--- src/rtl/emt_pkg.sv ---
package emt_pkg;
    localparam int WORD_W    = 32;
    localparam int PFX_WORDS = 3;
    localparam int PFX_W     = PFX_WORDS * WORD_W;

    typedef logic [PFX_W-1:0] prefix_t;

    typedef struct packed {
        prefix_t             prefix;
        logic [WORD_W-1:0]   entity;
        logic [WORD_W-1:0]   locator;
    } ep_rec_t;

    typedef enum logic [1:0] {
        FOP_NONE     = 2'd0,
        FOP_MATCH    = 2'd1,
        FOP_UNMATCH  = 2'd2,
        FOP_PART_DEL = 2'd3
    } frame_op_t;

    localparam logic [1:0] CMD_REMOVE = 2'd1;

    // index of the final word of each known frame type
    function automatic logic [2:0] final_word(frame_op_t op);
        case (op)
            FOP_MATCH:    final_word = 3'd5;
            FOP_UNMATCH:  final_word = 3'd4;
            FOP_PART_DEL: final_word = 3'd3;
            default:      final_word = 3'd0;
        endcase
    endfunction
endpackage

--- src/rtl/emt_store.sv ---
module emt_store
    import emt_pkg::*;
#(
    parameter int SLOTS  = 3,
    parameter int SLOT_W = 2
) (
    input  logic                clk,
    input  logic                rst_n,
    input  logic                wr_en,
    input  logic [SLOT_W-1:0]   wr_idx,
    input  ep_rec_t             wr_rec,
    input  logic                loc_en,
    input  logic [SLOT_W-1:0]   loc_idx,
    input  logic [WORD_W-1:0]   loc_val,
    input  logic                clr_en,
    input  logic [SLOT_W-1:0]   clr_idx,
    output logic [SLOTS-1:0]    valid,
    output ep_rec_t [SLOTS-1:0] recs
);
    for (genvar g = 0; g < SLOTS; g++) begin : g_slot
        always_ff @(posedge clk) begin
            if (!rst_n) begin
                valid[g] <= 1'b0;
                recs[g]  <= '0;
            end else if (clr_en && clr_idx == SLOT_W'(g)) begin
                valid[g] <= 1'b0;
                recs[g]  <= '0;
            end else if (wr_en && wr_idx == SLOT_W'(g)) begin
                valid[g] <= 1'b1;
                recs[g]  <= wr_rec;
            end else if (loc_en && loc_idx == SLOT_W'(g)) begin
                recs[g].locator <= loc_val;
            end
        end
    end
endmodule

--- src/rtl/emt_lookup.sv ---
module emt_lookup
    import emt_pkg::*;
#(
    parameter int SLOTS  = 3,
    parameter int SLOT_W = 2
) (
    input  logic [SLOTS-1:0]    valid,
    input  ep_rec_t [SLOTS-1:0] recs,
    input  prefix_t             key_prefix,
    input  logic [WORD_W-1:0]   key_entity,
    output logic [SLOTS-1:0]    pfx_hit,
    output logic                ep_hit,
    output logic [SLOT_W-1:0]   ep_idx,
    output logic                free_any,
    output logic [SLOT_W-1:0]   free_idx
);
    logic [SLOTS-1:0] full_hit;

    for (genvar g = 0; g < SLOTS; g++) begin : g_cmp
        assign pfx_hit[g]  = valid[g] && (recs[g].prefix == key_prefix);
        assign full_hit[g] = pfx_hit[g] && (recs[g].entity == key_entity);
    end

    // downward walk so the lowest index wins
    always_comb begin
        ep_hit   = 1'b0;
        ep_idx   = '0;
        free_any = 1'b0;
        free_idx = '0;
        for (int i = SLOTS - 1; i >= 0; i--) begin
            if (full_hit[i]) begin
                ep_hit = 1'b1;
                ep_idx = SLOT_W'(i);
            end
            if (!valid[i]) begin
                free_any = 1'b1;
                free_idx = SLOT_W'(i);
            end
        end
    end
endmodule

--- src/rtl/endpoint_match_table.sv ---
module endpoint_match_table
    import emt_pkg::*;
#(
    parameter int SLOTS  = 3,
    parameter int SLOT_W = (SLOTS > 1) ? $clog2(SLOTS) : 1
) (
    input  logic                clk,
    input  logic                rst_n,
    input  logic [31:0]         in_data,
    input  logic                in_empty,
    input  logic                in_last,
    output logic                in_rd,
    output logic                cmd_start,
    output logic [1:0]          cmd_opcode,
    output logic [31:0]         cmd_data,
    input  logic                cmd_ack,
    input  logic                cmd_done,
    input  logic [SLOT_W-1:0]   rd_slot,
    output logic                rd_valid,
    output logic [95:0]         rd_prefix,
    output logic [31:0]         rd_entity,
    output logic [31:0]         rd_locator,
    output logic                idle
);
    typedef enum logic [2:0] {
        ST_IDLE, ST_RECV, ST_SKIP, ST_EXEC, ST_SCAN, ST_CMD, ST_WAIT_DONE
    } state_t;

    state_t              st_q, st_d;
    frame_op_t           op_q;
    logic [2:0]          cnt_q;
    prefix_t             key_pfx_q;
    logic [WORD_W-1:0]   key_ent_q;
    logic [WORD_W-1:0]   key_loc_q;
    logic [SLOT_W-1:0]   scan_q;
    logic [SLOT_W-1:0]   cmd_idx_q;

    logic [SLOTS-1:0]    slot_valid;
    ep_rec_t [SLOTS-1:0] slot_recs;
    logic [SLOTS-1:0]    pfx_hit;
    logic                ep_hit, free_any;
    logic [SLOT_W-1:0]   ep_idx, free_idx;

    logic                rd_fire;
    frame_op_t           in_op;
    logic                in_known;
    logic                scan_last;
    logic                wr_en, loc_en, clr_en;
    logic [SLOT_W-1:0]   clr_idx;

    assign rd_fire   = in_rd;
    assign in_op     = frame_op_t'(in_data[1:0]);
    assign in_known  = (in_data[31:2] == '0) && (in_data[1:0] != 2'd0);
    assign scan_last = (int'(scan_q) == SLOTS - 1);

    emt_store #(.SLOTS(SLOTS), .SLOT_W(SLOT_W)) u_store (
        .clk     (clk),
        .rst_n   (rst_n),
        .wr_en   (wr_en),
        .wr_idx  (free_idx),
        .wr_rec  ('{prefix: key_pfx_q, entity: key_ent_q, locator: key_loc_q}),
        .loc_en  (loc_en),
        .loc_idx (ep_idx),
        .loc_val (key_loc_q),
        .clr_en  (clr_en),
        .clr_idx (clr_idx),
        .valid   (slot_valid),
        .recs    (slot_recs)
    );

    emt_lookup #(.SLOTS(SLOTS), .SLOT_W(SLOT_W)) u_lookup (
        .valid      (slot_valid),
        .recs       (slot_recs),
        .key_prefix (key_pfx_q),
        .key_entity (key_ent_q),
        .pfx_hit    (pfx_hit),
        .ep_hit     (ep_hit),
        .ep_idx     (ep_idx),
        .free_any   (free_any),
        .free_idx   (free_idx)
    );

    // state register
    always_ff @(posedge clk) begin
        if (!rst_n) st_q <= ST_IDLE;
        else        st_q <= st_d;
    end

    // next state
    always_comb begin
        st_d = st_q;
        unique case (st_q)
            ST_IDLE: if (!in_empty) begin
                if (in_last)       st_d = ST_IDLE;
                else if (in_known) st_d = ST_RECV;
                else               st_d = ST_SKIP;
            end
            ST_RECV: if (!in_empty) begin
                if (cnt_q == final_word(op_q)) st_d = in_last ? ST_EXEC : ST_SKIP;
                else if (in_last)              st_d = ST_IDLE;
            end
            ST_SKIP: if (!in_empty && in_last) st_d = ST_IDLE;
            ST_EXEC: begin
                unique case (op_q)
                    FOP_UNMATCH:  st_d = ep_hit ? ST_CMD : ST_IDLE;
                    FOP_PART_DEL: st_d = ST_SCAN;
                    default:      st_d = ST_IDLE;
                endcase
            end
            ST_SCAN: begin
                if (pfx_hit[scan_q]) st_d = ST_CMD;
                else if (scan_last)  st_d = ST_IDLE;
            end
            ST_CMD:       if (cmd_ack) st_d = ST_WAIT_DONE;
            ST_WAIT_DONE: if (cmd_done)
                st_d = (op_q == FOP_PART_DEL && !scan_last) ? ST_SCAN : ST_IDLE;
            default: st_d = ST_IDLE;
        endcase
    end

    // table write controls
    always_comb begin
        wr_en   = (st_q == ST_EXEC) && (op_q == FOP_MATCH) && !ep_hit && free_any;
        loc_en  = (st_q == ST_EXEC) && (op_q == FOP_MATCH) && ep_hit;
        clr_en  = ((st_q == ST_EXEC) && (op_q == FOP_UNMATCH) && ep_hit) ||
                  ((st_q == ST_SCAN) && pfx_hit[scan_q]);
        clr_idx = (st_q == ST_SCAN) ? scan_q : ep_idx;
    end

    // frame capture and scan datapath
    always_ff @(posedge clk) begin
        if (!rst_n) begin
            op_q      <= FOP_NONE;
            cnt_q     <= '0;
            key_pfx_q <= '0;
            key_ent_q <= '0;
            key_loc_q <= '0;
            scan_q    <= '0;
            cmd_idx_q <= '0;
        end else begin
            if (st_q == ST_IDLE && rd_fire) begin
                op_q  <= in_known ? in_op : FOP_NONE;
                cnt_q <= 3'd1;
            end else if (st_q == ST_RECV && rd_fire) begin
                cnt_q <= cnt_q + 3'd1;
                if (cnt_q >= 3'd1 && cnt_q <= 3'(PFX_WORDS))
                    key_pfx_q[(PFX_WORDS - int'(cnt_q)) * WORD_W +: WORD_W] <= in_data;
                else if (cnt_q == 3'(PFX_WORDS + 1))
                    key_ent_q <= in_data;
                else
                    key_loc_q <= in_data;
            end
            if (st_q == ST_EXEC) scan_q <= '0;
            else if (st_q == ST_SCAN && !pfx_hit[scan_q] && !scan_last) scan_q <= scan_q + 1'b1;
            else if (st_q == ST_WAIT_DONE && cmd_done && !scan_last) scan_q <= scan_q + 1'b1;
            if (clr_en) cmd_idx_q <= clr_idx;
        end
    end

    // outputs
    always_comb begin
        in_rd      = (st_q == ST_IDLE || st_q == ST_RECV || st_q == ST_SKIP) && !in_empty;
        cmd_start  = (st_q == ST_CMD);
        cmd_opcode = cmd_start ? CMD_REMOVE : 2'd0;
        cmd_data   = 32'(cmd_idx_q);
        idle       = (st_q == ST_IDLE);
        if (int'(rd_slot) < SLOTS) begin
            rd_valid   = slot_valid[rd_slot];
            rd_prefix  = slot_recs[rd_slot].prefix;
            rd_entity  = slot_recs[rd_slot].entity;
            rd_locator = slot_recs[rd_slot].locator;
        end else begin
            rd_valid   = 1'b0;
            rd_prefix  = '0;
            rd_entity  = '0;
            rd_locator = '0;
        end
    end
endmodule

--- config.mk ---
export PLATFORM = sky130hd
export DESIGN_NAME = endpoint_match_table
export DESIGN_NICKNAME = d
export VERILOG_FILES = /design/src/rtl/emt_pkg.sv /design/src/rtl/emt_store.sv /design/src/rtl/emt_lookup.sv /design/src/rtl/endpoint_match_table.sv
export SDC_FILE = /design/constraint.sdc
export NUM_CORES = 2
export LEC_CHECK = 0
export ABC_AREA = 1
export CAP_MARGIN = 20
export CORE_UTILIZATION = 26
export DETAILED_ROUTE_END_ITERATION = 8
export PLACE_DENSITY = 0.38
export SLEW_MARGIN = 20
export SYNTH_ARGS = -nofsm -noshare
export SYNTH_HDL_FRONTEND = slang
export SYNTH_HIERARCHICAL = 1
export SYNTH_SLANG_ARGS = --single-unit
--- constraint.sdc ---
create_clock -name clk -period 4.35 [get_ports clk]
set_input_delay 0.435 -clock clk [delete_from_list [all_inputs] [get_ports clk]]
set_output_delay 0.435 -clock clk [all_outputs]
set_load 0.05 [all_outputs]
# Word level (Yosys, flattened, before mapping)
# Cells that the tools add are included.
# totals
regBits,655
input_bits,40
output_inout_bits,198
word_cells,182
# classes
add_sub_neg,4
magnitude_cmp,5
n_eq_ne,31
shift,2
muxes,55
bitwise,4
reduce_logical,60
# op_table
operator,count
160-bit binary-select mux with 2-bit select,1
96-bit == test,3
32-bit two-way mux,8
160-bit two-way mux,1
96-bit bitwise mux,1
32-bit == test,3
96-bit two-way mux,1
32-bit by 33-bit variable shift with 96-bit output (first input constant),1
32-bit by 33-bit indexed part select with 96-bit output,1
3-bit two-way mux,13
1-bit logical AND,33
9-bit negator with 33-bit output,1
30-bit zero test,1
2-bit two-way mux,12
3-bit case mux with 7 select lines,1
1-bit two-way mux,13
2-bit == test (second input constant),6
3-bit == test (second input constant),4
2-bit nonzero test,6
2-bit OR reduction,5
3-bit case mux with 3 select lines,1
2-bit by 1-bit == test with 1-bit output (second input constant),4
2-bit != test (second input constant),4
4-bit AND reduction,2
other kinds (21),35

# Logic depth before layout (Yosys ltp)
# logic_depth
word_depth,11
depth_mapped,25
ltp_nobuf,24

# By module
# Netlist, hierarchy kept.
# by_module_without_submodules
module,instances,cells_per_inst,area_per_inst_um2,seq_area_each_um2
emt_store,1,2615,19298.5,9669.3
endpoint_match_table,1,1733,11053.1,3443.3
emt_lookup,1,1263,5916.9,0.0

# Least setup slack after synthesis
# Ideal clock, no wire load.
# synth_path
path_kind,input port to output port
from,input rd_slot[0]
to,output rd_prefix[76]
arrival_time_ps,2461
t_required_ps,3915
path_slack_ps,1454
cell_stages,6
n_path_buf,3
path_cell_list,buf_2 > inv_2 > clkbuf_1 > clkbuf_1 > nor2_1 > o31ai_1
# synth_via
elab_chain_len,3
elab_cells_between_ends,4
classes_between,1 x order compare; 3 x mux
# synth_lines
item,line_no,text
start: declaration,endpoint_match_table.sv:18,"input logic [SLOT_W-1:0] rd_slot,"
160-bit binary-select mux with 2-bit select,endpoint_match_table.sv:169,rd_prefix = slot_recs[rd_slot].prefix;
160-bit two-way mux,n/a,
96-bit two-way mux (*),endpoint_match_table.sv:167,if (int'(rd_slot) < SLOTS) begin
end: declaration,endpoint_match_table.sv:20,"output logic [95:0] rd_prefix,"
# Every way passes the cells marked *; elsewhere a longest branch is shown, timed or not. The select of a mux whose other input is x is not followed.

# Worst setup path in the final report
# layout_path
from,"register, netlist name u_store/recs[258]"
to,"register, netlist name u_store/recs[153]"
# layout_via
elab_chain_len,9
elab_cells_between_ends,20
classes_between,1 x eq/ne; 7 x mux; 12 x reduce/logical
# layout_lines
item,line_no,text
96-bit == test (*),emt_lookup.sv:20,assign pfx_hit[g] = valid[g] && (recs[g].prefix == key_prefix);
1-bit logical AND (*),emt_lookup.sv:20,
named net pfx_hit[1],endpoint_match_table.sv:40,logic [SLOTS-1:0] pfx_hit;
1-bit logical AND,emt_lookup.sv:21,assign full_hit[g] = pfx_hit[g] && (recs[g].entity == key_entity);
1-bit two-way mux (2 in series),emt_lookup.sv:31,if (full_hit[i]) begin
1-bit logical AND,endpoint_match_table.sv:125,clr_en = ((st_q == ST_EXEC) && (op_q == FOP_UNMATCH) && ep_hit) ||
1-bit logical OR (*),endpoint_match_table.sv:125,
named net clr_en,endpoint_match_table.sv:48,"logic wr_en, loc_en, clr_en;"
1-bit logical AND (*),emt_store.sv:25,end else if (clr_en && clr_idx == SLOT_W'(g)) begin
2-bit OR reduction (no source line) (*),n/a,
# The timed path passes the listed nets; every way through them passes the cells marked *. The select of a mux whose other input is x is not followed.
# A chain may end at the register's enable or synchronous reset.

==> results.cfg <==
[cts]
clk-insertion-delay-late_ns = 0.71
cts.sinks = 655
cts_hold_buffers = 0
path_clk_slew_ns = 0.06
numCtsBuffers = 86
clock_path_buffers = 3
cts-htree-levels = 3
cts_resized = 0
cts_root_buffer = clkbuf_16
cts_tree = done
post_cts_buffers = 0

[placement]
dp_hpwl_um = 131400
post_dp_cell_area_sq_um = 41240
gp_congestion = 0.9487
port_buffers = 206

[grt]
grt_pass1_wl_um = 275400
grt_pass1_vias = 35897
overflow = 0
grt_util_all_layers_pct = 26.83
grt_max_degree = 180
antenna_found_initial = 6

[die]
io_pins = 238
core_sq_um = 138000
die_w_um = 375.5
die_area_sq_um = 141000
rows = 136
start_util_pct = 26.28
fp.dieH_um = 375.5

[final_layout]
final_cell_mix = nand2_1 (1380), nor2_1 (863), dfxtp_1 (655), a21oi_1 (527), inv_1 (398)
multi_input_area_sq_um = 19730
regArea_sq_um = 13110
design_area_sq_um = 43970
fin_nets = 5774
layout-drive-gt1-share_pct = 7.815
area_growth_pct = 21.24
layout_commonest_cell = nand2_1
fillCellCount = 15257

[flow_run]
cap_violations = 0

[pwr]
leakage_uw = 0.01585
p_per_area_nw_per_um2 = 327.5
peakVddDrop_mv = 0.2358
total_power_uw = 14400

[logic_synthesis]
yosys_warnings = 6
synth_area_sq_um = 36270
ys_seq_elements = 655
avgSynthCellArea_sq_um = 6.464
yosysUniqueCellTypes = 44
seq_area_frac_synth_pct = 36.15
synth-edff-count = 0
netlist_instances = 5611
async_flop_share_pct = 0
yosys_most_used_dff = dfxtp_1

[routing]
first_iter_violations = 4055
via_per_inst = 5.109
ant_nets = 0
drt-pass1-iter-count = 6
num_vias = 39075
drc = 0
wire_per_inst_um = 25.53
wirelength_um = 195300

[sta]
fin_skew_ns = 0.03727
min_period_ns = 3.999
period_share_pct = 91.94
tightestPinTransition_ns = 1.150
final-setup-viol-count = 0
fin_tns_setup_ns = 0
max_slew_margin_pct = 23.31
rsz0062_at_grt = no
fmax_ghz = 0.2500
finalHoldViolCount = 0
drv_slew = 0

[worst_setup_path]
crit_slowest_cell = xnor2_1
required_ns = 4.92
cp-end-kind = register
critical_path.startpoint_type = register
cp_cell_sequence = xnor2_1 > nand2_1 > nor2_1 > nand2_1 > nor2_1 > nand2_1 > nor4_1 > buf_4 > or2_2 > nand3_1 > nor2_1 > nor2_1 > inv_1 > inv_1 > nor2_1 > nand2_1 > nand2_4 > buf_12 > buf_4 > a21oi_1
slowest_delay_ns = 0.61
cp_common_cell = nor2_1
crit_arrival_ns = 4.57
crit_fanout = 11
crit_type = register to register

[worst_hold_path]
hold_path_class = input pin to register

[run_status]
outcome = finished clean
flip-flops by register name, indices dropped and copies added (netlist names):
name	cells
u_store/valid	3
key_pfx_q	96
key_ent_q	32
scan_q	2
cnt_q	3
key_loc_q	32
st_q	3
op_q	2
u_store/recs	480
cmd_idx_q	2
through the flow:
| step | instances | setup slack (ns) | util [%] | hold WS (ns) |
|---|---|---|---|---|
| after global placement | 7497 | 0.4475 | 29.88 | 0.4681 |
| after floorplan | 5641 | 1.454 | - | 0.4525 |
| after CTS | 7647 | 0.4360 | 31.86 | 0.2853 |
| after detailed placement | 7497 | 0.4987 | 29.88 | 0.4706 |
| after global routing | 7648 | 0.1675 | 31.86 | 0.3111 |
| final | 7649 | 0.3508 | 31.86 | 0.3392 |
layout make-up:
| cell class | count | area share (%) |
|---|---|---|
| Clock buffer | 127 | 5.759 |
| Timing Repair Buffer | 423 | 9.871 |
| Clock inverter | 23 | 0.4325 |
| Sequential cell | 655 | 29.82 |
| Inverter | 457 | 3.935 |
| Antenna cell | 2 | 0.01138 |
| Tap cell | 1863 | 5.301 |
| Multi-Input combinational cell | 4099 | 44.87 |
final timing paths:
path,start,end,slack [ns],cells after the start
worst max register to register,u_store/recs[258]$_SDFFE_PP0P_,u_store/recs[153]$_SDFFE_PP0P_,0.35,20
worst min-delay path,rst_n,cmd_idx_q[0]$_SDFFE_PN0P_,0.34,3
worst max-delay path,u_store/recs[258]$_SDFFE_PP0P_,u_store/recs[153]$_SDFFE_PP0P_,0.35,20
worst min register to register,u_store/recs[279]$_SDFFE_PP0P_,u_store/recs[279]$_SDFFE_PP0P_,0.48,2
worst max-delay path: cells and delay by family (launching register included):
family | cells | cell delay, ns
flip-flops | 1 | 0.33
AND/OR/NAND/NOR | 13 | 2.08
buffers and inverters | 5 | 0.74
AO/OA/AOI/OAI | 1 | 0.06
XOR/XNOR | 1 | 0.61
cell usage after synthesis, types with 2 or more instances:
master | instances | share of area (%)
ha_1 | 12 | 0.41
dfxtp_1 | 655 | 36
clkbuf_1 | 248 | 2.6
o211ai_1 | 4 | 0.083
inv_2 | 48 | 0.50
o21ai_1 | 29 | 0.40
nand4_1 | 319 | 5.5
clkinv_1 | 11 | 0.11
or2_1 | 2 | 0.034
nand3b_1 | 100 | 2.1
o21a_1 | 19 | 0.39
xor2_1 | 36 | 0.87
nand2_2 | 2 | 0.034
or2_2 | 16 | 0.28
inv_1 | 398 | 4.1
nor2_2 | 2 | 0.034
nand3_2 | 3 | 0.083
xnor2_1 | 128 | 3.1
buf_4 | 44 | 0.91
nor2_1 | 865 | 9.0
nand3_1 | 201 | 2.8
o21ai_0 | 158 | 2.2
a21oi_1 | 527 | 7.3
o31ai_1 | 161 | 3.3
nor3_1 | 47 | 0.65
o22ai_1 | 7 | 0.12
buf_1 | 36 | 0.37
a31oi_1 | 32 | 0.55
nor4_1 | 2 | 0.034
buf_2 | 101 | 1.4
nand2_1 | 1383 | 14
and2_1 | 3 | 0.052
layer usage:
| layer | up-vias | GRT usage, % | routed length, um |
|---|---|---|---|
| met2 | 1442 | 42.14 | 87380 |
| met3 | 250 | 4.378 | 12720 |
| li1 | 18484 | - | - |
| met1 | 18895 | 36.31 | 86600 |
| met4 | 4 | 10.97 | 8559 |
| met5 | - | 0 | 28 |
cell families (layout without fill, tap and decap cells):
group | after synthesis | in the layout | synth area share [%]
xor+xnor | 164 | 164 | 3.960
fa+ha+maj | 12 | 12 | 0.4140
buf+inv | 887 | 1030 | 10.00
compound gates | 940 | 940 | 14.40
flops | 655 | 655 | 36.15
other cells | 1 | 33 | 0.01034
simple gates | 2952 | 2952 | 35.05
report_power, final:
group	internal [uW]	switching [uW]
combinational	319	910
sequential	6000	4.33
clock	4130	3040
total	10400	3960
Power figures use the tool's default switching activity.
